File: src/rtl/intc_pkg.sv
package intc_pkg;
  localparam int WORD_W   = 32;
  localparam int FIELD_W  = 4;
  localparam int LVL_W    = 3;
  localparam int FIELDS_PER_WORD = WORD_W / FIELD_W;
  typedef logic [LVL_W-1:0] lvl_t;
endpackage

File: src/rtl/intc_edge_unit.sv
module intc_edge_unit #(
  parameter int SYNC_STAGES = 2
) (
  input  logic clk,
  input  logic rst_n,
  input  logic pin,
  input  logic rise_sel,
  input  logic clr,
  output logic pend
);
  logic [SYNC_STAGES-1:0] sync_q;
  logic prev_q, pend_q, edge_det, cur;

  always_ff @(posedge clk or negedge rst_n) begin
    if (!rst_n) begin
      sync_q <= '0;
      prev_q <= 1'b0;
    end else begin
      sync_q <= {sync_q[SYNC_STAGES-2:0], pin};
      prev_q <= sync_q[SYNC_STAGES-1];
    end
  end

  assign cur      = sync_q[SYNC_STAGES-1];
  assign edge_det = rise_sel ? (cur & ~prev_q) : (~cur & prev_q);

  // a fresh edge wins over a clear in the same cycle
  always_ff @(posedge clk or negedge rst_n) begin
    if (!rst_n)        pend_q <= 1'b0;
    else if (edge_det) pend_q <= 1'b1;
    else if (clr)      pend_q <= 1'b0;
  end

  assign pend = pend_q;

  AST_CLEAR_DROPS: assert property (@(posedge clk) disable iff (!rst_n)
    (clr && !edge_det) |=> !pend_q);
  AST_PEND_STICKY: assert property (@(posedge clk) disable iff (!rst_n)
    (pend_q && !clr) |=> pend_q);
endmodule

File: src/rtl/intc_prio_arb.sv
module intc_prio_arb
  import intc_pkg::*;
#(
  parameter int NUM_SRC = 32,
  localparam int SRC_W = $clog2(NUM_SRC)
) (
  input  logic [NUM_SRC*LVL_W-1:0] lvl_flat,
  input  logic [NUM_SRC-1:0]       pend,
  output lvl_t                     win_lvl,
  output logic [SRC_W-1:0]         win_idx
);
  always_comb begin
    win_lvl = '0;
    win_idx = '0;
    for (int i = 0; i < NUM_SRC; i++) begin
      if (pend[i] && (lvl_flat[i*LVL_W +: LVL_W] > win_lvl)) begin
        win_lvl = lvl_flat[i*LVL_W +: LVL_W];
        win_idx = SRC_W'(i);
      end
    end
  end

  logic beaten;
  always_comb begin
    beaten = 1'b0;
    for (int j = 0; j < NUM_SRC; j++)
      if (pend[j] && lvl_flat[j*LVL_W +: LVL_W] > win_lvl) beaten = 1'b1;
    AST_NONE_HIGHER: assert (!beaten);
    if (win_lvl != '0) begin
      AST_WIN_VALID: assert (pend[win_idx] &&
        lvl_flat[win_idx*LVL_W +: LVL_W] == win_lvl);
    end
  end
endmodule

File: src/rtl/intc_nibble_top.sv
module intc_nibble_top
  import intc_pkg::*;
#(
  parameter int NUM_WORDS = 4,
  parameter logic [NUM_WORDS*FIELDS_PER_WORD-1:0] EXT_MAP = 32'h0600_000F,
  localparam int NUM_SRC  = NUM_WORDS * FIELDS_PER_WORD,
  localparam int SRC_W    = $clog2(NUM_SRC),
  localparam int POL_BASE = NUM_WORDS,
  localparam int POL_WORDS = (NUM_SRC + WORD_W - 1) / WORD_W,
  localparam int ADDR_W   = $clog2(NUM_WORDS + POL_WORDS + 1)
) (
  input  logic              clk,
  input  logic              rst_n,
  input  logic              bus_we,
  input  logic [ADDR_W-1:0] bus_addr,
  input  logic [WORD_W-1:0] bus_wdata,
  output logic [WORD_W-1:0] bus_rdata,
  input  logic [NUM_SRC-1:0] src_in,
  output logic [LVL_W-1:0]  irq_level,
  output logic [SRC_W-1:0]  irq_src
);
  lvl_t                     lvl_q [NUM_SRC];
  logic [NUM_SRC*LVL_W-1:0] lvl_flat;
  logic [NUM_SRC-1:0]       pend, pol_q, commit_wr;

  for (genvar i = 0; i < NUM_SRC; i++) begin : g_src
    localparam int WRD = i / FIELDS_PER_WORD;
    localparam int LSB = WORD_W - FIELD_W * (1 + i % FIELDS_PER_WORD);
    localparam int PW  = POL_BASE + i / WORD_W;
    localparam int PB  = i % WORD_W;

    assign commit_wr[i] = bus_we && (bus_addr == ADDR_W'(WRD)) &&
                          bus_wdata[LSB + FIELD_W - 1];

    always_ff @(posedge clk or negedge rst_n) begin
      if (!rst_n)            lvl_q[i] <= '0;
      else if (commit_wr[i]) lvl_q[i] <= bus_wdata[LSB +: LVL_W];
    end
    assign lvl_flat[i*LVL_W +: LVL_W] = lvl_q[i];

    if (EXT_MAP[i]) begin : g_ext
      always_ff @(posedge clk or negedge rst_n) begin
        if (!rst_n) pol_q[i] <= 1'b1;
        else if (bus_we && bus_addr == ADDR_W'(PW)) pol_q[i] <= bus_wdata[PB];
      end
      intc_edge_unit #(.SYNC_STAGES(2)) edge_i (
        .clk(clk), .rst_n(rst_n), .pin(src_in[i]), .rise_sel(pol_q[i]),
        .clr(commit_wr[i]), .pend(pend[i]));
    end else begin : g_int
      assign pol_q[i] = 1'b0;
      assign pend[i]  = src_in[i];
    end

    AST_COMMIT_LOADS: assert property (@(posedge clk) disable iff (!rst_n)
      commit_wr[i] |=> lvl_q[i] == $past(bus_wdata[LSB +: LVL_W]));
    AST_NOCOMMIT_KEEPS: assert property (@(posedge clk) disable iff (!rst_n)
      (bus_we && bus_addr == ADDR_W'(WRD) && !bus_wdata[LSB + FIELD_W - 1])
      |=> $stable(lvl_q[i]));
  end

  always_comb begin
    bus_rdata = '0;
    for (int i = 0; i < NUM_SRC; i++) begin
      if (bus_addr == ADDR_W'(i / FIELDS_PER_WORD))
        bus_rdata[WORD_W - FIELD_W * (1 + i % FIELDS_PER_WORD) +: FIELD_W] =
          {pend[i], lvl_q[i]};
      if (bus_addr == ADDR_W'(POL_BASE + i / WORD_W))
        bus_rdata[i % WORD_W] = pol_q[i];
    end
  end

  lvl_t             win_lvl;
  logic [SRC_W-1:0] win_idx;

  intc_prio_arb #(.NUM_SRC(NUM_SRC)) arb_i (
    .lvl_flat(lvl_flat), .pend(pend), .win_lvl(win_lvl), .win_idx(win_idx));

  always_ff @(posedge clk or negedge rst_n) begin
    if (!rst_n) begin
      irq_level <= '0;
      irq_src   <= '0;
    end else begin
      irq_level <= win_lvl;
      irq_src   <= win_idx;
    end
  end

  AST_IDLE_SRC_ZERO: assert property (@(posedge clk) disable iff (!rst_n)
    (irq_level == '0) |-> (irq_src == '0));
endmodule

File: config.mk
export PLATFORM = sky130hd
export DESIGN_NAME = intc_nibble_top
export DESIGN_NICKNAME = d
export VERILOG_FILES = /design/src/rtl/intc_pkg.sv /design/src/rtl/intc_edge_unit.sv /design/src/rtl/intc_prio_arb.sv /design/src/rtl/intc_nibble_top.sv
export SDC_FILE = /design/constraint.sdc
export NUM_CORES = 1
export LEC_CHECK = 0
export BUFFER_PORTS_ARGS = -buffer_cell sky130_fd_sc_hd__buf_2
export CAP_MARGIN = 0
export CORE_MARGIN = 1.5
export CORE_UTILIZATION = 56
export DETAILED_ROUTE_END_ITERATION = 8
export PLACE_DENSITY = 0.85
export SLEW_MARGIN = 0
export SYNTH_ARGS = -nofsm -noshare
export SYNTH_HDL_FRONTEND = slang
export SYNTH_SLANG_ARGS = --single-unit
File: constraint.sdc
create_clock -name clk -period 44.6 [get_ports clk]
set_clock_uncertainty 0.15 [all_clocks]
set_input_delay 2.23 -clock clk [delete_from_list [all_inputs] [get_ports clk]]
set_output_delay 2.23 -clock clk [all_outputs]
set_load 0.01 [all_outputs]
== Word level (Yosys, flattened, before mapping) ==
Cells that the tools add are included.
Operators by class
  $add $sub $neg: 0
  multiply operators: 0
  divide/modulo/power cells: 0
  magnitude comparators: 32
  equality and inequality tests: 4
  shift operators: 0
  mux-type cells: 143
  bitwise gates (word level): 24
  reductions and logical operators: 76
Operators with widths (count)
  $mux 4: 40
  $mux 3: 36
  $gt 3x3->1: 31
  $mux 5: 16
  $logic_and 1x1->1: 69
  $mux 1: 49
  $and 1x1->1: 12
  $not 1->1: 12
  $reduce_bool 2->1: 6
  $eq 3x2->1 const B: 2
  $mux 2: 2
  $eq 3x1->1 const B: 1
  $eq 3x3->1 const B: 1
  $gt 3x1->1 const B: 1
  $logic_not 3->1: 1
Storage, ports and cells
  register bits after elaboration: 134
  bits in latches: 0
  memory bits (writable): 0
  memory bits (read-only): 0
  logic and storage cells: 337
  memories kept: 0

== Longest topological paths before layout ==
Gate-level depths: netlist of the first run.
  depth in word-level cells: 96
  mapped depth: 226

== Hierarchy ==
A second synthesis of the first run with hierarchy kept.
Unflattened totals
  cell total of the unflattened synthesis: 1161
  area total of the unflattened synthesis: 10862.9 sq um
Modules (own cells, without submodules)
  intc_nibble_top: instances 1, cells an instance 355, area each 5213.8 sq um
  intc_prio_arb: instances 1, cells an instance 758, area each 4898.4 sq um
  intc_edge_unit: instances 6, cells an instance 8, area each 125.1 sq um

== Worst setup path before layout of the first run ==
OpenSTA, ideal clock, no wires.
  path type: reg2reg
  start: register g_src[0].g_ext.edge_i.pend_q
  end: register irq_level[1]
  library setup time: 0.126 ns
  arrival time: 39.259 ns
  required time: 44.324 ns
  slack: 5.065 ns
  stages on the path, launching flop included: 222
  buffers on the path: 1
  period minus slack after synthesis: 39.535 ns
  cells stage by stage: dfrtp_1 -> and2_1 -> inv_1 -> ha_1 -> or2_1 -> o2111ai_2 -> mux2_2 -> ha_1 -> nor2_1 -> maj3_1 -> a211o_1 -> and3_1 -> ha_1 -> nor2_1 -> nand2_1 -> o21a_1 -> o211ai_1 -> mux2_2 -> (+186 left out) -> nor2_1 -> maj3_1 -> o311a_2 -> mux2i_2 -> ha_1 -> inv_1 -> a21oi_1 -> a21oi_1 -> maj3_1 -> nand2_1 -> mux2_2 -> ha_1 -> nand3_1 -> nand2_1 -> a21oi_1 -> inv_1 -> and3_1 -> a221o_1
Between the ends
  cells in the longest elaborated chain, start to end: 95
Ends and longest elaborated chain
  start: declaration: line intc_edge_unit.sv:12  | logic prev_q, pend_q, edge_det, cur;
  start signal: assignment: line intc_edge_unit.sv:29  | if (!rst_n) pend_q <= 1'b0;
  start signal: assignment: line intc_edge_unit.sv:30  | else if (edge_det) pend_q <= 1'b1;
  start signal: assignment: line intc_edge_unit.sv:31  | else if (clr) pend_q <= 1'b0;
  $logic_and 1x1->1 (*): line intc_prio_arb.sv:16  | if (pend[i] && (lvl_flat[i*LVL_W +: LVL_W] > win_lvl)) begin
  $mux 3 (*): line intc_prio_arb.sv:16
  $gt 3x3->1: line intc_prio_arb.sv:16
  $logic_and 1x1->1: line intc_prio_arb.sv:16
  $mux 3 (*): line intc_prio_arb.sv:16
  $gt 3x3->1: line intc_prio_arb.sv:16
  $logic_and 1x1->1: line intc_prio_arb.sv:16
  $mux 3 (*): line intc_prio_arb.sv:16
  (+80 left out)
  $mux 3 (*): line intc_prio_arb.sv:16
  $gt 3x3->1: line intc_prio_arb.sv:16
  $logic_and 1x1->1: line intc_prio_arb.sv:16
  $mux 3 (*): line intc_prio_arb.sv:16
  $gt 3x3->1: line intc_prio_arb.sv:16
  $logic_and 1x1->1: line intc_prio_arb.sv:16
  $mux 3 (*): line intc_prio_arb.sv:16
  via arb_i.win_lvl[1]: line intc_prio_arb.sv:9  | output lvl_t win_lvl,
  end signal: assignment: line intc_nibble_top.sv:83  | irq_level <= win_lvl;
  end: declaration: line intc_nibble_top.sv:19  | output logic [LVL_W-1:0] irq_level,
Mark *: on every way through the listed nets, which the timed path passes. The rest lies on a longest branch.
A chain may end at the register's enable or synchronous reset.

== Worst setup path in the final report of the first run ==
  start: register g_src[0].g_ext.edge_i.pend_q
  end: register irq_src[3]
Between the ends
  cells in the longest elaborated chain, start to end: 95
  elaborated cells between the ends (all ways): 118
Ends and longest elaborated chain
  $logic_and 1x1->1 (*): line intc_prio_arb.sv:16
  $mux 3 (*): line intc_prio_arb.sv:16
  $gt 3x3->1: line intc_prio_arb.sv:16
  $logic_and 1x1->1: line intc_prio_arb.sv:16
  $mux 3 (*): line intc_prio_arb.sv:16
  $gt 3x3->1: line intc_prio_arb.sv:16
  $logic_and 1x1->1: line intc_prio_arb.sv:16
  $mux 3 (*): line intc_prio_arb.sv:16
  (+80 left out)
  $mux 3: line intc_prio_arb.sv:16
  $gt 3x3->1: line intc_prio_arb.sv:16
  $logic_and 1x1->1: line intc_prio_arb.sv:16
  $mux 3: line intc_prio_arb.sv:16
  $gt 3x3->1: line intc_prio_arb.sv:16
  $logic_and 1x1->1: line intc_prio_arb.sv:16
  $mux 5 (*): line intc_prio_arb.sv:16
  via arb_i.win_idx[3]: line intc_prio_arb.sv:10  | output logic [SRC_W-1:0] win_idx
  end signal: assignment: line intc_nibble_top.sv:84  | irq_src <= win_idx;
  end: declaration: line intc_nibble_top.sv:20  | output logic [SRC_W-1:0] irq_src
Marks and branches as above.

==> impl_metrics.tcl, run 1 <==
set metrics [dict create \
    initial_core_util_pct 57.0 \
    antenna_found_initial 2 \
    synth_top_area_share_pct 30.1 \
    clkSlewWorstSetupHoldPaths_ps 70 \
    wl_per_cell_um 23.0 \
    critPathMaxFanout 7 \
    slew_headroom_pct 27.5 \
    fp.dieW_um 141 \
    die_h_um 141 \
    rows 50 \
    end_kind "register" \
    grt_overflow 0 \
    io_pins 110 \
    track_usage_pct 35.3 \
    async_flop_share_pct 100 \
    cap_violations 0 \
    via_per_inst 6.77 \
    slew_viol_final 0 \
    drt_iter0_drc 1087 \
    vias 10200 \
    yosys_warnings 0 \
    ys.flop_type "dfrtp_1" \
    fin_crit_ps 41940 \
    grt_pass1_wl_mm 53.7 \
    cts_tree "built" \
    cp_slowest_stage_delay_ps 450 \
    gp_congestion 1.01 \
    ff_latch_area_sq_um 3360 \
    critPathRequiredTime_ps 44750 \
    multiInputGateArea_sq_um 7210 \
    setup_violations 0 \
    fin_nets 1361 \
    drt-total-wl_mm 34.6 \
    criticalPathCategory "reg2reg" \
    synth.avg_cell_area_sq_um 9.37 \
    cts_root_buf "clkbuf_16" \
    ys_types 106 \
    drc_errors 0 \
    clock.fmax_mhz 23.8 \
    min_path_type "reg2reg" \
    finalCritPeriodShare_pct 94.0 \
    synth.net_count 1244 \
    final_antenna_net_count 0 \
    status "complete, no violations" \
    tightest_slew_ps 1080 \
    dp_hpwl_mm 25.9 \
    synth_area_sq_um 10700 \
    htree_levels 4 \
    drive_above_1_share_pct 31.3 \
    grt_max_degree 79 \
    synth_seq_cells 134 \
    numCtsBuffers 17 \
    dieArea_sq_um 19900 \
    final_area_sq_um 12400 \
    critPathArrivalTime_ps 42090 \
    cts.sinks 134 \
    start_kind "register" \
    clockBufferDepth 2 \
    synth_area_leaders "dfrtp_1 30%, mux2_2 12%, mux4_2 5.9%, nand2_1 4.8%, ha_1 4.2%" \
    syn_to_final_growth_pct 16.1 \
    clk_latency_ps 430 \
    ys_seq_area_share_pct 31.5 \
    fillerInstances 1396 \
    whs_ps 197 \
    hold_viol 0 \
    cp_common_cell "ha_1" \
    dr.pass1.iters 6 \
    grt_pass1_vias 9890 \
    yosysTopAreaCell "dfrtp_1" \
    synth_edf_count 0 \
    dpl_cell_area_sq_um 11400 \
    postSynthCellCount 1138 \
    numPortBuffers 109 \
    placeableCoreArea_sq_um 18700 \
    critPathSlowestCell "dfrtp_2" \
    final.setup.tns_ps 0 \
]
-- worst paths after layout --
kind,start,cells past startpoint,slack (ps),end
worst max-delay path,g_src[0].g_ext.edge_i.pend,223,2660,irq_src[3]
max in group asynchronous,rst_n,2,41300,g_src[0].g_ext.edge_i.pend
min in group asynchronous,rst_n,1,1600,irq_src[4]
worst max register to register,g_src[0].g_ext.edge_i.pend,223,2660,irq_src[3]
worst min register to register,g_src[0].g_ext.edge_i.sync_q[0],0,200,g_src[0].g_ext.edge_i.sync_q[1]
worst min-delay path,g_src[0].g_ext.edge_i.sync_q[0],0,200,g_src[0].g_ext.edge_i.sync_q[1]
-- registers in the layout, indices dropped and copies added, names as in the netlist --
register	flops
g_src.g_ext.edge_i.pend	6
g_src.g_ext.edge_i.prev_q	6
g_src.g_ext.edge_i.sync_q	12
irq_level	3
irq_src	5
lvl_flat	96
pol_q	6
-- cell usage in the layout (no fill, tap or decap), drive strengths merged, types with 15 or more instances in the layout --
cell type,instances
inv,68
a21oi,59
nor3,22
clkbuf,17
o21a,17
mux4,28
a21o,16
dfrtp,128
ha,36
maj3,16
nand3,25
o211ai,15
buf,125
nor2,84
o21ai,68
mux2,112
nand2,137
a31oi,18
nor2b,42
and2,19
-- critical path: cells and delay by family (launching register included) --
kind | cells | cell delay, ps
AO/OA/AOI/OAI | 91 | 14820
adder cells (fa/ha/maj) | 40 | 12260
AND/OR/NAND/NOR | 75 | 10070
multiplexers | 12 | 3720
flip-flops | 1 | 450
buffers and inverters | 5 | 360
-- what timing repair did --
action / CTS / global route
gates cloned: 0 / 0
hold buffers: 0 / 0
setup endpoints to repair: 8 / 8
gates resized for setup: 5 / 61
pin swaps: 0 / 9
buffers inserted: 0 / 12
-- cell families (layout without fill, tap and decap cells) --
| group | count (synthesis) | count (layout) | synth area share [%] |
|---|---|---|---|
| multiplexers | 154 | 154 | 19.1 |
| AO/OA/AOI/OAI | 319 | 319 | 22.0 |
| flip-flops | 134 | 134 | 31.5 |
| other | 0 | 1 | 0 |
| buffers and inverters | 87 | 217 | 3.31 |
| AND/OR/NAND/NOR | 392 | 392 | 18.3 |
| adder cells (fa/ha/maj) | 52 | 52 | 5.73 |
-- stage by stage --
| step | setup slack, ps | cells | util (%) |
|---|---|---|---|
| 2_1_floorplan | 5060 | 1138 | - |
| 3_3_place_gp | 798 | 1458 | 61.0 |
| 6_report | 2660 | 1503 | 66.2 |
| 3_5_place_dp | -261 | 1458 | 61.0 |
| 4_1_cts | 105 | 1490 | 64.4 |
| 5_1_grt | -310 | 1502 | 66.2 |
-- synthesized netlist by cell type, drive strengths merged (6+ instances only) --
master	n
a221o	12
a21boi	9
dfrtp	128
o21a	17
ha	36
nand2b	8
buf	7
and2	19
dfstp	6
a31oi	18
mux4	28
mux2i	14
o211ai	15
or3	6
o22ai	9
nand2	137
maj3	16
o21ai	68
nor3b	10
o31ai	10
nor2	84
nor3	22
or2	14
a21oi	59
nand3	25
mux2	112
a21o	16
clkbuf	20
inv	60
a22oi	9
nor2b	42
a211o	6
-- area by class of cell --
cell class | count | share of cell area (%)
multi-input cells | 917 | 58.3
flip-flops and latches | 134 | 27.2
repair buffers | 125 | 5.43
clock buffers | 17 | 3.44
well taps | 234 | 2.37
inverters | 60 | 1.82
clock inverters | 15 | 1.49
diodes | 1 | 0.0202
-- layer usage --
metal | vias up | global-route usage [%] | wire, um
met3 | 132 | 6.35 | 3310
met2 | 596 | 57.1 | 16200
met4 | 0 | 19.1 | 1830
met1 | 4920 | 45.1 | 13200
li1 | 4525 | - | -
met5 | - | 0 | 0
Power of run 1 is not shown: default switching activity piles up to over one toggle a cycle in this logic, so the estimate is an artifact.
==> inputs of run 2 (changes only) <==
--- a/config.mk
+++ b/config.mk
@@ -7,6 +7,7 @@
 export LEC_CHECK = 0
 export BUFFER_PORTS_ARGS = -buffer_cell sky130_fd_sc_hd__buf_2
 export CAP_MARGIN = 0
+export CORE_ASPECT_RATIO = 0.8
 export CORE_MARGIN = 1.5
 export CORE_UTILIZATION = 56
 export DETAILED_ROUTE_END_ITERATION = 8
@@ -14,4 +15,6 @@
 export SLEW_MARGIN = 0
 export SYNTH_ARGS = -nofsm -noshare
 export SYNTH_HDL_FRONTEND = slang
+export SYNTH_HIERARCHICAL = 1
 export SYNTH_SLANG_ARGS = --single-unit
+export TNS_END_PERCENT = 1
==> impl_metrics.tcl, run 2 <==
set metrics [dict create \
    status "complete, no violations" \
    htree_levels 4 \
    dieArea_sq_um 20200 \
    synth.avg_cell_area_sq_um 9.36 \
    slew_viol_final 0 \
    synth_edf_count 0 \
    critPathMaxFanout 8 \
    slew_headroom_pct 19.7 \
    setup_slack_ps 1540 \
    die_h_um 128 \
    hold_viol 0 \
    criticalPathCategory "reg2reg" \
    final_common_cell "nand2_1" \
    synth_seq_cells 134 \
    critPathRequiredTime_ps 44710 \
    initial_core_util_pct 57.3 \
    finalCritPeriodShare_pct 96.6 \
    numPortBuffers 109 \
    hold_buffers 0 \
    postSynthCellCount 1161 \
    setup_violations 0 \
    grt_max_degree 82 \
    end_kind "register" \
    syn_to_final_growth_pct 21.1 \
    ys_top_cells_by_count "137 x nand2_1, 128 x dfrtp_1, 109 x mux2_2, 79 x nor2_1, 73 x inv_1" \
    yosysTopAreaCell "dfrtp_1" \
    fp.dieW_um 159 \
    final_cell_mix "131 x nand2_1, 128 x dfrtp_1, 109 x mux2_2" \
    hold_start "g_src[26].g_ext.edge_i/sync_q[0]" \
    critPathSlowestCell "a21boi_0" \
    final_antenna_net_count 0 \
    drt_iter0_drc 1342 \
    drive_above_1_share_pct 36.7 \
    largest_reg_flops 96 \
    reg2reg_slack_ps 1540 \
    cts_root_buf "clkbuf_16" \
    post-place-ws_ps -1250 \
    diodes 0 \
    wl_per_cell_um 24.1 \
    cap_violations 0 \
    fin_crit_ps 43060 \
    async_flop_share_pct 100 \
    tightest_slew_ps 1200 \
    cts.sinks 134 \
    synth_area_sq_um 10900 \
    io_pins 110 \
    dp_hpwl_mm 27.0 \
    grt_pass1_vias 9812 \
    synth.net_count 1267 \
    ys.flop_type "dfrtp_1" \
    cts_tree "built" \
    clk_latency_ps 440 \
    ys_seq_area_share_pct 30.9 \
    drc_errors 0 \
    via_per_inst 6.97 \
    timing.rr.start "g_src[0].g_ext.edge_i/pend" \
    fin_nets 1427 \
    cp_slowest_stage_delay_ps 520 \
    critPathArrivalTime_ps 43170 \
    r2r_cells 234 \
    grt_overflow 0 \
    antenna_found_initial 1 \
    min_path_type "reg2reg" \
    grt_pass1_wl_mm 55.0 \
    post-synth-top-count-cell "nand2_1" \
    yosys_warnings 6 \
    numCtsBuffers 17 \
    critPathLaunch "g_src[0].g_ext.edge_i/pend" \
    vias 11100 \
    rows 45 \
    clockBufferDepth 2 \
    dr.pass1.iters 6 \
    gp_congestion 0.974 \
    track_usage_pct 35.2 \
    cp_common_cell "ha_1" \
    synth_area_leaders "dfrtp_1 29%, mux2_2 11%, mux4_2 5.6%, nand2_1 4.7%, ha_1 4.1%" \
    hold_depth 0 \
    clock.fmax_mhz 23.2 \
    start_kind "register" \
    ys_types 103 \
    clkSlewWorstSetupHoldPaths_ps 60 \
    synth_top_area_share_pct 29.5 \
    drt-total-wl_mm 38.4 \
    placeableCoreArea_sq_um 19000 \
    fillerInstances 1371 \
]
run 2: logic make-up (layout without fill, tap and decap cells):
group / count (synthesis) / in the layout / share of synthesized area, %
buffers and inverters: 100 / 273 / 3.96
muxes: 148 / 148 / 18.0
DFF: 134 / 134 / 30.9
and+or+nand+nor: 396 / 396 / 18.6
adders and majority gates: 53 / 53 / 5.71
AOI/OAI and AO/OA: 330 / 330 / 22.7
run 2: timing repair:
action	CTS	global route
pin swaps	3	54
endpoints found under the setup margin	8	8
buffers inserted	3	40
gates resized for setup	21	120
run 2: routing by layer:
layer  global-route usage [%]  vias up  share of wire [%]
met5                        0        -              0.031
met4                     12.9        2                5.0
met3                     10.6      183                 13
met2                     54.6      751                 44
met1                     46.9     5397                 38
li1                         -     4767                  -
run 2: cell type report:
cell class	count	area [sq um]	share of cell area (%)
multi-input cells	927	7660	58.2
well taps	258	323	2.45
repair buffers	168	995	7.56
flip-flops and latches	134	3360	25.5
inverters	73	274	2.08
clock inverters	11	92.6	0.704
clock buffers	21	450	3.42
run 2: path summary, 6_finish.rpt:
path | endpoint
max in group asynchronous | lvl_flat[77]
setup reg to reg | irq_src[3]
min in group asynchronous | irq_src[0]
hold reg to reg | g_src[26].g_ext.edge_i/sync_q[1]
hold / removal | g_src[26].g_ext.edge_i/sync_q[1]
setup / recovery | irq_src[3]
run 2: through the flow:
stage	hold WS [ps]	instances	area, sq um	TNS, ps	util, %
after floorplan	181	1161	10900	0	-
after global placement	182	1517	11700	0	61.7
after detailed placement	188	1517	11700	-9390	61.7
after CTS	202	1552	12300	0	65.1
after global routing	205	1592	13200	-5170	69.4
final	200	1592	13200	0	69.4
run 2: worst max-delay path: cells and delay by family (launching register included):
family                   cells  cell delay [ps]
buffers and inverters       15             1530
multiplexers                 8             2400
adder cells (fa/ha/maj)     41            11660
AO/OA/AOI/OAI               88            15840
flip-flops                   1              410
AND/OR/NAND/NOR             82            10860
Power of run 2 is left out for the same reason.
